$ cat config.mk
export PLATFORM = sky130hd
export DESIGN_NAME = dslp_ctrl
export DESIGN_NICKNAME = d
export VERILOG_FILES = /design/src/rtl/dslp_pkg.sv /design/src/rtl/dslp_wr_guard.sv /design/src/rtl/dslp_regs.sv /design/src/rtl/dslp_seq.sv /design/src/rtl/dslp_ctrl.sv
export SDC_FILE = /design/constraint.sdc
export NUM_CORES = 1
export LEC_CHECK = 0
export BUFFER_PORTS_ARGS = -buffer_cell sky130_fd_sc_hd__buf_2
export CORE_MARGIN = 2
export CORE_UTILIZATION = 38
export CTS_CLUSTER_DIAMETER = 50
export DETAILED_ROUTE_END_ITERATION = 10
export PLACE_DENSITY = 0.63
export SYNTH_ARGS = -nofsm -noshare
export SYNTH_HDL_FRONTEND = slang
export SYNTH_SLANG_ARGS = --single-unit
$ cat constraint.sdc
create_clock -name clk -period 3.9 [get_ports clk]
set_clock_uncertainty 0.15 [all_clocks]
set_input_delay 0.585 -clock clk [delete_from_list [all_inputs] [get_ports clk]]
set_output_delay 0.585 -clock clk [all_outputs]
set_load 0.02 [all_outputs]
$ cat src/rtl/dslp_pkg.sv
// Shared constants and helpers for the deep sleep controller.
package dslp_pkg;
    localparam int DATA_W    = 16;
    localparam int WAKE_N    = 5;
    localparam int ARM_BIT   = 15;
    localparam int MODE_BIT  = 1;
    localparam int REL_BIT   = 0;
    localparam int ADDR_CTRL = 0;
    localparam int ADDR_CAUSE = 1;
    localparam int ADDR_GPR0 = 2;

    typedef enum logic {
        ST_AWAKE  = 1'b0,
        ST_ASLEEP = 1'b1
    } dslp_state_e;

    // Keep only the lowest-index set bit (highest wake priority).
    function automatic logic [WAKE_N-1:0] first_set(input logic [WAKE_N-1:0] v);
        logic [WAKE_N-1:0] r;
        r = '0;
        for (int i = WAKE_N - 1; i >= 0; i--) begin
            if (v[i]) begin
                r    = '0;
                r[i] = 1'b1;
            end
        end
        return r;
    endfunction
endpackage

$ cat src/rtl/dslp_wr_guard.sv
// Protected-write filter.
// A write is passed on as a commit only when the same address and data
// arrive on two consecutive write cycles. Any idle cycle or differing write
// discards the pending first half.
// Assumes bus_wr is synchronous to clk.
module dslp_wr_guard #(
    parameter int AW = 2,
    parameter int DW = 16
) (
    input  logic          clk,
    input  logic          rst_n,
    input  logic          wr_en,
    input  logic [AW-1:0] wr_addr,
    input  logic [DW-1:0] wr_data,
    output logic          commit,
    output logic [AW-1:0] c_addr,
    output logic [DW-1:0] c_data
);
    logic          pend_v;
    logic [AW-1:0] pend_a;
    logic [DW-1:0] pend_d;

    // Second half matches the pending first half.
    always_comb begin
        commit = wr_en && pend_v && (wr_addr == pend_a) && (wr_data == pend_d);
        c_addr = wr_addr;
        c_data = wr_data;
    end

    // Hold a first half for exactly one cycle.
    always_ff @(posedge clk) begin
        if (!rst_n) begin
            pend_v <= 1'b0;
            pend_a <= '0;
            pend_d <= '0;
        end else if (wr_en && !commit) begin
            pend_v <= 1'b1;
            pend_a <= wr_addr;
            pend_d <= wr_data;
        end else begin
            pend_v <= 1'b0;
        end
    end
endmodule

$ cat src/rtl/dslp_regs.sv
// Register file of the deep sleep controller: control (arm, mode, release),
// wake cause and general-purpose retention words.
// Arm is accepted only when awake, with release clear and the post-release
// holdoff expired. Assumes commit comes from dslp_wr_guard.
module dslp_regs
    import dslp_pkg::*;
#(
    parameter int AW      = 2,
    parameter int DW      = DATA_W,
    parameter int NWAKE   = WAKE_N,
    parameter int NUM_GPR = 2,
    parameter int HOLDOFF = 3
) (
    input  logic             clk,
    input  logic             rst_n,
    input  logic             commit,
    input  logic [AW-1:0]    c_addr,
    input  logic [DW-1:0]    c_data,
    input  logic             ret_req,
    input  logic             asleep,
    input  logic             enter,
    input  logic             wake,
    input  logic [NWAKE-1:0] wake_onehot,
    input  logic             arm_drop,
    input  logic [AW-1:0]    rd_addr,
    output logic             arm,
    output logic             mode_ret,
    output logic             release_q,
    output logic [NWAKE-1:0] cause,
    output logic [DW-1:0]    rdata
);
    localparam int CW = $clog2(HOLDOFF + 1);
    localparam logic [CW-1:0] HOLD_LOAD = CW'(HOLDOFF - 1);

    logic          ctrl_wr;
    logic          cause_wr;
    logic          arm_ok;
    logic          rel_clear;
    logic [CW-1:0] hold_cnt;
    logic [DW-1:0] gpr_q [NUM_GPR];

    // Decode committed writes and arm acceptance.
    always_comb begin
        ctrl_wr   = commit && (c_addr == AW'(ADDR_CTRL));
        cause_wr  = commit && (c_addr == AW'(ADDR_CAUSE));
        rel_clear = ctrl_wr && release_q && !c_data[REL_BIT];
        arm_ok    = ctrl_wr && c_data[ARM_BIT] && !release_q
                    && (hold_cnt == '0) && !asleep;
    end

    // Arm bit: set by accepted write, cleared by timeout, wake or write of 0.
    always_ff @(posedge clk) begin
        if (!rst_n)
            arm <= 1'b0;
        else if (arm_ok)
            arm <= 1'b1;
        else if (wake || arm_drop)
            arm <= 1'b0;
        else if (ctrl_wr && !c_data[ARM_BIT] && !asleep)
            arm <= 1'b0;
    end

    // Capture the sleep variant at the moment of arming.
    always_ff @(posedge clk) begin
        if (!rst_n)
            mode_ret <= 1'b0;
        else if (arm_ok)
            mode_ret <= ret_req;
    end

    // Release flag: set on entry, cleared only by software.
    always_ff @(posedge clk) begin
        if (!rst_n)
            release_q <= 1'b0;
        else if (enter)
            release_q <= 1'b1;
        else if (rel_clear)
            release_q <= 1'b0;
    end

    // Holdoff counter after the release flag is cleared.
    always_ff @(posedge clk) begin
        if (!rst_n)
            hold_cnt <= '0;
        else if (rel_clear)
            hold_cnt <= HOLD_LOAD;
        else if (hold_cnt != '0)
            hold_cnt <= hold_cnt - 1'b1;
    end

    // Wake cause: latched on wake, software may only clear bits.
    always_ff @(posedge clk) begin
        if (!rst_n)
            cause <= '0;
        else if (wake)
            cause <= wake_onehot;
        else if (cause_wr)
            cause <= cause & c_data[NWAKE-1:0];
    end

    // One always_ff per general-purpose word.
    for (genvar g = 0; g < NUM_GPR; g++) begin : g_gpr
        always_ff @(posedge clk) begin
            if (!rst_n)
                gpr_q[g] <= '0;
            else if (commit && (c_addr == AW'(ADDR_GPR0 + g)))
                gpr_q[g] <= c_data;
        end
    end

    // Combinational read mux.
    always_comb begin
        rdata = '0;
        if (rd_addr == AW'(ADDR_CTRL)) begin
            rdata[ARM_BIT]  = arm;
            rdata[MODE_BIT] = mode_ret;
            rdata[REL_BIT]  = release_q;
        end else if (rd_addr == AW'(ADDR_CAUSE)) begin
            rdata[NWAKE-1:0] = cause;
        end
        for (int i = 0; i < NUM_GPR; i++) begin
            if (rd_addr == AW'(ADDR_GPR0 + i))
                rdata = gpr_q[i];
        end
    end
endmodule

$ cat src/rtl/dslp_seq.sv
// Awake/asleep sequencer.
// Enters sleep when armed and strobed in the same cycle, drops an unused arm,
// wakes on any event and emits the resume/reset pulse.
// Assumes arm is held for only one awake cycle by dslp_regs.
module dslp_seq
    import dslp_pkg::*;
#(
    parameter int NWAKE = WAKE_N
) (
    input  logic             clk,
    input  logic             rst_n,
    input  logic             arm,
    input  logic             strobe,
    input  logic [NWAKE-1:0] wake_evt,
    input  logic             mode_ret,
    input  logic             wdt_en,
    input  logic             rtc_en,
    input  logic             rtc_lp,
    output logic             asleep,
    output logic             enter,
    output logic             wake,
    output logic             arm_drop,
    output logic [NWAKE-1:0] wake_onehot,
    output logic             lpclk_en,
    output logic             resume_q,
    output logic             restart_q
);
    dslp_state_e state;

    // Transition strobes derived from state and inputs.
    always_comb begin
        asleep      = (state == ST_ASLEEP);
        enter       = !asleep && arm && strobe;
        arm_drop    = !asleep && arm && !strobe;
        wake        = asleep && (|wake_evt);
        wake_onehot = first_set(wake_evt);
        lpclk_en    = !asleep || wdt_en || (rtc_en && rtc_lp);
    end

    // State register.
    always_ff @(posedge clk) begin
        if (!rst_n)
            state <= ST_AWAKE;
        else if (enter)
            state <= ST_ASLEEP;
        else if (wake)
            state <= ST_AWAKE;
    end

    // One-cycle wake indication, resume or restart by captured mode.
    always_ff @(posedge clk) begin
        if (!rst_n) begin
            resume_q  <= 1'b0;
            restart_q <= 1'b0;
        end else begin
            resume_q  <= wake && mode_ret;
            restart_q <= wake && !mode_ret;
        end
    end
endmodule

$ cat src/rtl/dslp_ctrl.sv
// Deep sleep power mode controller, top level.
// Joins the protected-write filter, register file and sequencer and
// forms the clock gate, I/O freeze and retention outputs.
// Assumes a single clock domain and synchronous wake event inputs.
module dslp_ctrl
    import dslp_pkg::*;
#(
    parameter int NUM_GPR = 2,
    parameter int HOLDOFF = 3,
    parameter int AW      = $clog2(ADDR_GPR0 + NUM_GPR)
) (
    input  logic              clk,
    input  logic              rst_n,
    input  logic              bus_wr,
    input  logic [AW-1:0]     bus_addr,
    input  logic [DATA_W-1:0] bus_wdata,
    output logic [DATA_W-1:0] bus_rdata,
    input  logic              sleep_strobe,
    input  logic              ret_reg_en,
    input  logic [WAKE_N-1:0] wake_evt,
    input  logic              wdt_en,
    input  logic              rtc_en,
    input  logic              rtc_lpclk_sel,
    output logic              clk_gate,
    output logic              io_freeze,
    output logic              lpclk_en,
    output logic              ret_active,
    output logic              wake_resume,
    output logic              wake_reset
);
    logic              commit;
    logic [AW-1:0]     c_addr;
    logic [DATA_W-1:0] c_data;
    logic              arm_q;
    logic              mode_q;
    logic              release_q;
    logic [WAKE_N-1:0] cause_q;
    logic              asleep;
    logic              enter;
    logic              wake;
    logic              arm_drop;
    logic [WAKE_N-1:0] wake_onehot;

    dslp_wr_guard #(.AW(AW), .DW(DATA_W)) u_guard (
        .clk     (clk),
        .rst_n   (rst_n),
        .wr_en   (bus_wr),
        .wr_addr (bus_addr),
        .wr_data (bus_wdata),
        .commit  (commit),
        .c_addr  (c_addr),
        .c_data  (c_data)
    );

    dslp_regs #(
        .AW(AW), .DW(DATA_W), .NWAKE(WAKE_N),
        .NUM_GPR(NUM_GPR), .HOLDOFF(HOLDOFF)
    ) u_regs (
        .clk         (clk),
        .rst_n       (rst_n),
        .commit      (commit),
        .c_addr      (c_addr),
        .c_data      (c_data),
        .ret_req     (ret_reg_en),
        .asleep      (asleep),
        .enter       (enter),
        .wake        (wake),
        .wake_onehot (wake_onehot),
        .arm_drop    (arm_drop),
        .rd_addr     (bus_addr),
        .arm         (arm_q),
        .mode_ret    (mode_q),
        .release_q   (release_q),
        .cause       (cause_q),
        .rdata       (bus_rdata)
    );

    dslp_seq #(.NWAKE(WAKE_N)) u_seq (
        .clk         (clk),
        .rst_n       (rst_n),
        .arm         (arm_q),
        .strobe      (sleep_strobe),
        .wake_evt    (wake_evt),
        .mode_ret    (mode_q),
        .wdt_en      (wdt_en),
        .rtc_en      (rtc_en),
        .rtc_lp      (rtc_lpclk_sel),
        .asleep      (asleep),
        .enter       (enter),
        .wake        (wake),
        .arm_drop    (arm_drop),
        .wake_onehot (wake_onehot),
        .lpclk_en    (lpclk_en),
        .resume_q    (wake_resume),
        .restart_q   (wake_reset)
    );

    // Power-state outputs.
    always_comb begin
        clk_gate   = asleep;
        io_freeze  = asleep || release_q;
        ret_active = asleep && mode_q;
    end
endmodule

# ---- Word-level counts from Yosys, hierarchy flattened
# Memories as Yosys holds them, arrays and structs flattened.
# Cells that the tools add are included.
dict set report op_classes {
  n_bitwise 4
  n_eq_ne 5
  mux 32
  multipliers 0
  n_lt_le_gt_ge 0
  n_shift 0
  div_mod_pow 0
  reduce_logical 45
  n_addsub 1
}
# operator count
set ops {}
lappend ops {{$mux W16} 4}
lappend ops {{$mux W5} 8}
lappend ops {{$logic_and A1 B1 Y1} 24}
lappend ops {{$eq A16 B16 Y1} 1}
lappend ops {{$mux W1} 16}
lappend ops {{$reduce_bool A2 Y1} 5}
lappend ops {{$logic_not A1 Y1} 7}
lappend ops {{$mux W2} 3}
lappend ops {{$and A5 B5 Y5} 1}
lappend ops {{$reduce_or A5 Y1} 1}
lappend ops {{$eq A2 B2 Y1 const B} 2}
lappend ops {{$logic_not A2 Y1} 2}
lappend ops {{$logic_or A1 B1 Y1} 4}
lappend ops {{$mux W3} 1}
lappend ops {{$reduce_bool A3 Y1} 1}
lappend ops {{$eq A2 B1 Y1 const B} 1}
lappend ops {{$eq A2 B2 Y1} 1}
lappend ops {{$or A1 B1 Y1} 2}
lappend ops {{$reduce_or A2 Y1} 1}
lappend ops {{$sub A2 B1 Y2 const B} 1}
lappend ops {{$not A1 Y1} 1}
dict set report totals {
  latch_bits 0
  wordCells 100
  output_inout_bits 22
  ram_bits 32
  n_memories 1
  romBits 0
  regBits 32
}
# name words word_bits read_ports rd_ports_with_merged_regs write_ports line_no
set memory_table {}
lappend memory_table {u_regs.gpr_q 2 16 2 0 2 dslp_regs.sv:40} ;# logic [DW-1:0] gpr_q [NUM_GPR];

# ---- Depth between registers and ports, before layout
# Gate-level depths: netlist of run 1.
dict set report depth {
  ltp_word 9
  depth_mapped 8
  depth_no_buf 5
}

# ---- Modules after synthesis
# Synthesis of run 1 repeated with hierarchy kept, for this count alone.
dict set report hier_totals {
  cells_unflattened 349
  area_unflattened_um2 3587.2
}
# module cells_each n_inst seq_area_each_um2 area_each_um2
set modules_own_cells {}
lappend modules_own_cells {dslp_regs 155 1 1161.1 1951.9}
lappend modules_own_cells {dslp_wr_guard 170 1 380.4 1425.1}
lappend modules_own_cells {dslp_seq 22 1 60.1 197.7}
lappend modules_own_cells {dslp_ctrl 2 1 0.0 12.5}

# ---- Least setup slack after synthesis of run 1
# OpenSTA, ideal clock, no wires.
dict set report synth_path {
  kind {input-to-reg}
  startpoint {input port bus_addr[1]}
  endpoint {memory u_regs.gpr_q[1][0] (enable)}
  path_slack_ps 340
  arrival_ps 2995
  cell_stages 6
  cell_sequence {buf_2 xor2_1 nor4_2 nand4_2 clkbuf_1 o31ai_1}
}
# element line_no
set synth_lines {}
lappend synth_lines {{from (decl)} dslp_ctrl.sv:15} ;# input logic [AW-1:0] bus_addr,
lappend synth_lines {{to (decl)} dslp_regs.sv:40}

==> results.json, run 1 <==
{
  "period_share_pct": 70.8,
  "grt_usage_pct": 16.6,
  "totalWireLength_mm": 7.90,
  "grt_pass1_wl_mm": 12.8,
  "die_w_um": 99.1,
  "synth-main-ff-cell": "edfxtp_1",
  "required_ps": 3720,
  "rsz0062_at_grt": "no",
  "synth-seq-cells": 64,
  "drtAntennaViolNets": 0,
  "die-area_sq_um": 9830,
  "max_clock_freq_ghz": 0.362,
  "stdcell_count": 518,
  "hold_viol_final": 0,
  "cts_tree": "built",
  "reg2reg_from": "u_guard.pend_d[12]$_SDFFE_PN0P_",
  "area_delta_synth_final_pct": 14.2,
  "fin_util_pct": 44.8,
  "whs_path_depth": 2,
  "crit_arrival_ps": 2580,
  "outcome": "completed",
  "min_from": "u_regs.hold_cnt[0]$_SDFFE_PP0P_",
  "finalPower_mw": 1.39,
  "cap_viol_max_count": 0,
  "initial_core_util_pct": 39.2,
  "die-height_um": 99.1,
  "io-pin-count": 53,
  "tns_ps": 0,
  "cts-root-buf": "clkbuf_8",
  "grt_antenna_before_repair": 0,
  "power_density_nw_per_um2": 355,
  "endpoint_kind": "flop",
  "synth_cell_types": 52,
  "reg2reg_slack_ps": 1160,
  "tightest_slew_ps": 729,
  "via_per_inst": 5.25,
  "post_cts.repair.setup_buffers": 0,
  "worstRegToRegCells": 5,
  "async_reset_ff_share_pct": 0,
  "seq_area_frac_synth_pct": 46.6,
  "ys_warn_count": 0,
  "slew_headroom_pct": 51.1,
  "grt_start_max_net_pins": 43,
  "cts.repair.resized": 0,
  "diodes": 0,
  "grt_pass1_vias": 2532,
  "numPortBuffers": 52,
  "cts_hold_buf": 0,
  "syn_avg_cell_area_sq_um": 9.50,
  "setup_viol": 0,
  "fin_nets": 436,
  "crit_type": "input port to flop",
  "cp-start-kind": "input port",
  "rows": 34,
  "numCtsBuffers": 9,
  "htreeDepth": 3,
  "fillers": 886,
  "fin_crit_ps": 2760,
  "holdPathEnd": "u_regs.hold_cnt[1]$_SDFFE_PN0P_",
  "firstDrtPassIters": 4,
  "routedWlPerCell_um": 15.2,
  "core_sq_um": 8760,
  "gr-total-overflow": 0,
  "cp_max_fo": 17,
  "drv_slew": 0,
  "cts_buffer_depth": 2,
  "synth_nets": 393,
  "drtIter0Drc": 112,
  "synth_enable_flop_cells": 32,
  "p_leak_nw": 1.68,
  "clock_latency_ps": 340,
  "r2r-end": "u_regs.gpr_q[0][11]$_SDFFCE_PN0P_",
  "gp_congestion": 0.853,
  "synth_cells": 362,
  "cts.sinks": 64,
  "place_inst": 502,
  "hpwl_mm": 5.46,
  "vdd_drop_max_uv": 141,
  "layout-drive-gt1-share_pct": 22.0,
  "syn_area_sq_um": 3440,
  "route.detailed.drc": 0,
  "hold_class": "flop to flop",
  "clk_pin_slew_ps": 70,
  "via_count": 2719
}
synth_stat cells, types with 2 or more instances:
cell type  count  area, sq um
nand2_1       43          161
dfxtp_1       32          641
edfxtp_1      32          961
nor2_1        23         86.3
a21oi_1       22          110
nor3_1        19         95.1
and2_1        17          106
inv_1         17         63.8
and3_1        16          100
clkbuf_1      16         60.1
mux2i_1       15          150
nor2b_1       14         87.6
o311ai_1      11         96.3
xor2_1         9         78.8
nand3_1        6         30.0
xnor2_1        6         52.6
buf_2          5         25.0
nor3_2         4         40.0
o311ai_0       4         35.0
a22o_1         3         26.3
buf_1          3         11.3
mux2_2         3         33.8
nand2b_1       3         18.8
a211oi_1       2         15.0
a22oi_1        2         15.0
buf_6          2         22.5
mux4_2         2         45.0
nand3b_1       2         15.0
nand4_1        2         12.5
nor4_1         2         12.5
o21ai_1        2         10.0
o31ai_1        2         15.0
or3_1          2         12.5
cell type report:
type / instances / area [sq um] / area share [%]
clock inverter: 7 / 38.8 / 0.987
clock buffer: 9 / 124 / 3.15
timing repair buffer: 59 / 313 / 7.96
tap: 108 / 135 / 3.44
inverter: 18 / 67.6 / 1.72
sequential: 64 / 1600 / 40.8
multi-input combinational: 253 / 1650 / 42.0
kinds of logic after synthesis:
| kind of cell | count (synthesis) | share of synthesized area (%) |
|---|---|---|
| AND/OR/NAND/NOR | 163 | 26.2 |
| flip-flops | 64 | 46.6 |
| AO/OA/AOI/OAI | 55 | 11.2 |
| buffers and inverters | 45 | 5.64 |
| multiplexers | 20 | 6.66 |
| XOR/XNOR | 15 | 3.82 |
per-layer routing:
| layer | global-route usage, % | wire (um) | up-vias |
|---|---|---|---|
| li1 | - | - | 1380 |
| met1 | 23.6 | 3680 | 1275 |
| met2 | 24.9 | 3720 | 59 |
| met3 | 3.44 | 432 | 5 |
| met4 | 6.32 | 65 | 0 |
| met5 | 0 | 0 | - |
power breakdown:
group	switching [mW]	internal, mW	total, mW
combinational	0.104	0.0680	0.172
clock	0.251	0.223	0.474
sequential	0.0149	0.732	0.747
sequential cells by signal (all words and copies together) (netlist names), 2 cells and up:
name,flops
u_regs.cause,5
u_regs.gpr_q,32
u_guard.pend_d,16
u_regs.hold_cnt,2
u_guard.pend_a,2
cells in the final DEF (no fill, tap or decap), types with 2 or more instances in the layout:
cell type	Yosys	final
a211oi_1	2	2
a21oi_1	22	22
a22o_1	3	3
a22oi_1	2	2
and2_1	17	17
and3_1	16	16
buf_2	5	52
buf_4	1	7
clkbuf_8	0	9
clkinv_1	0	2
clkinv_2	0	3
dfxtp_1	32	32
edfxtp_1	32	32
inv_1	17	17
mux2_2	3	3
mux2i_1	15	15
mux4_2	2	2
nand2_1	43	43
nand2b_1	3	3
nand3_1	6	6
nand3b_1	2	2
nand4_1	2	2
nor2_1	23	23
nor2b_1	14	14
nor3_1	19	19
nor3_2	4	4
nor4_1	2	2
o21ai_1	2	2
o311ai_0	4	4
o311ai_1	11	11
or3_1	2	2
xnor2_1	6	6
xor2_1	9	9
worst max-delay path by stage:
stage	endpoint	from
floorplan	u_regs.gpr_q[1][0]$_SDFFCE_PN0P_	bus_addr[1]
global placement	u_regs.gpr_q[0][2]$_SDFFCE_PN0P_	bus_wdata[5]
detailed placement	u_regs.gpr_q[0][2]$_SDFFCE_PN0P_	bus_wdata[0]
CTS	u_regs.gpr_q[0][11]$_SDFFCE_PN0P_	bus_wdata[0]
global route	u_regs.gpr_q[0][11]$_SDFFCE_PN0P_	bus_wdata[0]
finish	u_regs.gpr_q[0][11]$_SDFFCE_PN0P_	bus_wdata[0]
stage by stage:
step                worst slack, ps  hold slack (ps)  cell area (sq um)
floorplan                       340              291               3440
global placement                915              303               3770
detailed placement              831              316               3770
CTS                            1180              328               3930
global route                    987              356               3930
finish                         1140              330               3930
worst max-delay path, cell delays in order:
cell	delay, ps
buf_2	160
xnor2_1	140
nand4_1	120
nor3_1	560
nand4b_4	380
nand2_1	620
Note: power is estimated with default switching activity, not from simulation.
==> run 2: changes to the inputs <==
==> constraint.sdc (replaced) <==
create_clock -name clk -period 2.6 [get_ports clk]
set_clock_uncertainty 0.15 [all_clocks]
set_input_delay 0.39 -clock clk [delete_from_list [all_inputs] [get_ports clk]]
set_output_delay 0.39 -clock clk [all_outputs]
set_load 0.02 [all_outputs]
==> run 2 against run 1 <==
Clock power rose by 90%. Power increased by 64%. Register-to-register slack worse by 830 ps. Critical endpoint is now u_guard.pend_d[7]$_SDFFE_PN0P_. Count of clock-buffer cells in the layout is 5 higher. Core utilization grew 1.6 points. Sequential cell count is the same. Sequential power increased by 50%. Final area increased by 3.5%. Wire length rose by 4.0%. Highest routed layer unchanged. Largest power group unchanged.
==> results.json, run 2 (same netlist as run 1, synthesis figures left out) <==
{
  "post_cts.repair.setup_buffers": 0,
  "switching_power_mw": 0.560,
  "route.detailed.drc": 0,
  "setup_viol": 0,
  "firstDrtPassIters": 4,
  "hpwl_mm": 5.65,
  "die-area_sq_um": 9830,
  "p_leak_nw": 1.75,
  "crit_path_cell_trace": "nor2b_1, a2111oi_2, nand4_2, buf_4, buf_4, o311ai_1",
  "largest-register": "u_regs.gpr_q",
  "cts_hold_buf": 0,
  "cap_viol_max_count": 0,
  "largest_reg_flops": 32,
  "vdd_drop_max_uv": 295,
  "rows": 34,
  "max_clock_freq_ghz": 0.440,
  "diodes": 0,
  "path_delay_family": "compound AO/OA/AOI/OAI gates",
  "cts-root-buf": "clkbuf_8",
  "grt_pass1_vias": 2655,
  "die-height_um": 99.1,
  "required_ps": 2690,
  "power.internal_mw": 1.73,
  "cp_max_fo": 16,
  "slew_headroom_pct": 72.8,
  "layout_common_cells": "52 x buf_2, 43 x nand2_1, 32 x dfxtp_1, 32 x edfxtp_1, 23 x nor2_1",
  "numCtsBuffers": 9,
  "drtIter0Drc": 95,
  "gr-total-overflow": 0,
  "fin_nets": 445,
  "die_w_um": 99.1,
  "grt_usage_pct": 17.4,
  "via_per_inst": 5.21,
  "tightest_slew_ps": 408,
  "hold_class": "input port to flop",
  "power_density_nw_per_um2": 563,
  "htreeDepth": 3,
  "grt_antenna_before_repair": 0,
  "grt_pass1_wl_mm": 13.4,
  "power.share.clock_pct": 39.3,
  "cp_common_cell": "buf_4",
  "layout_commonest_cell": "buf_2",
  "core_sq_um": 8760,
  "endpoint_kind": "flop",
  "period_share_pct": 87.5,
  "gp_congestion": 0.856,
  "cts.repair.resized": 0,
  "fin_crit_ps": 2270,
  "cp-start-kind": "flop",
  "rsz0062_at_grt": "no",
  "via_count": 2744,
  "hold_viol_final": 0,
  "crit_arrival_ps": 2360,
  "routedWlPerCell_um": 15.6,
  "layout-drive-gt1-share_pct": 23.6,
  "grt_start_max_net_pins": 35,
  "outcome": "completed",
  "area_delta_synth_final_pct": 18.2,
  "finalPower_mw": 2.29,
  "drtAntennaViolNets": 0,
  "totalWireLength_mm": 8.21,
  "drv_slew": 0,
  "clock_latency_ps": 340,
  "cts_tree": "built",
  "crit_path_max_incr_delay_ps": 440,
  "reg_top3": "u_regs.gpr_q: 32 flops, u_guard.pend_d: 16 flops, u_regs.cause: 5 flops",
  "power_frac_comb_pct": 11.8,
  "tns_ps": 0,
  "p_seq_share_pct": 48.9,
  "initial_core_util_pct": 39.2,
  "hold_ws_ps": 146,
  "numPortBuffers": 52,
  "cts_buffer_depth": 2,
  "crit_type": "flop to flop",
  "worst_path_max_delay_cell": "a2111oi_2",
  "path_buf_inv": 2,
  "switching_share_pct": 24.4,
  "io-pin-count": 53,
  "cts.sinks": 64,
  "clk_pin_slew_ps": 70
}
==> run 2: cell types whose count changed in the layout (fill, tap and decap cells not counted), sizes merged <==
cell / before / now
clkbuf: 9 / 14
clkinv: 6 / 0
buf: 59 / 68
bufinv: 0 / 1
==> run 2: area by class of cell <==
class                      count  area (sq um)
sequential                    64          1600
inverter                      18          67.6
clock inverter                 2          37.5
timing repair buffer          68           393
fill                         851          4700
multi-input combinational    253          1660
tap                          108           135
clock buffer                  14           173
==> run 2: final timing paths <==
check	from	end	slack (ps)	depth (start not counted)
setup reg to reg	u_guard.pend_d[12]$_SDFFE_PN0P_	u_guard.pend_d[7]$_SDFFE_PN0P_	330	6
hold / removal	ret_reg_en	u_regs.mode_ret$_SDFFE_PN0P_	150	3
hold reg to reg	u_regs.hold_cnt[0]$_SDFFE_PP0P_	u_regs.hold_cnt[1]$_SDFFE_PN0P_	330	2
setup / recovery	u_guard.pend_d[12]$_SDFFE_PN0P_	u_guard.pend_d[7]$_SDFFE_PN0P_	330	6
==> run 2: stage by stage <==
step                      area, sq um  util, %  setup WS, ps  instances
after floorplan                  3450        -          9.37        362
after global placement           3850     44.0           206        511
after global routing             4070     46.4           120        527
after CTS                        4070     46.4           305        527
after detailed placement         3850     44.0           164        511
final                            4070     46.4           326        527
==> run 2: routing by layer <==
| metal | up-vias | track usage [%] | part of all wire, % |
|---|---|---|---|
| li1 | 1390 | - | - |
| met1 | 1283 | 23.0 | 45 |
| met2 | 64 | 28.1 | 49 |
| met3 | 7 | 2.67 | 4.4 |
| met4 | 0 | 7.80 | 1.1 |
| met5 | - | 0 | 0 |
==> run 2: worst register-to-register path: stages (launching register included) <==
cell and delay, ps:
dfxtp_1 330, nor2b_1 140, a2111oi_2 440, nand4_2 310, buf_4 300, buf_4 210, o311ai_1 290
==> run 2: power groups by stage <==
stage	sequential [mW]	clock [mW]	combinational [mW]
2_1_floorplan	1.14	0	0.177
6_report	1.12	0.899	0.271
4_1_cts	1.12	0.920	0.275
3_5_place_dp	1.14	0	0.273
5_1_grt	1.12	0.956	0.301
3_3_place_gp	1.14	0	0.267
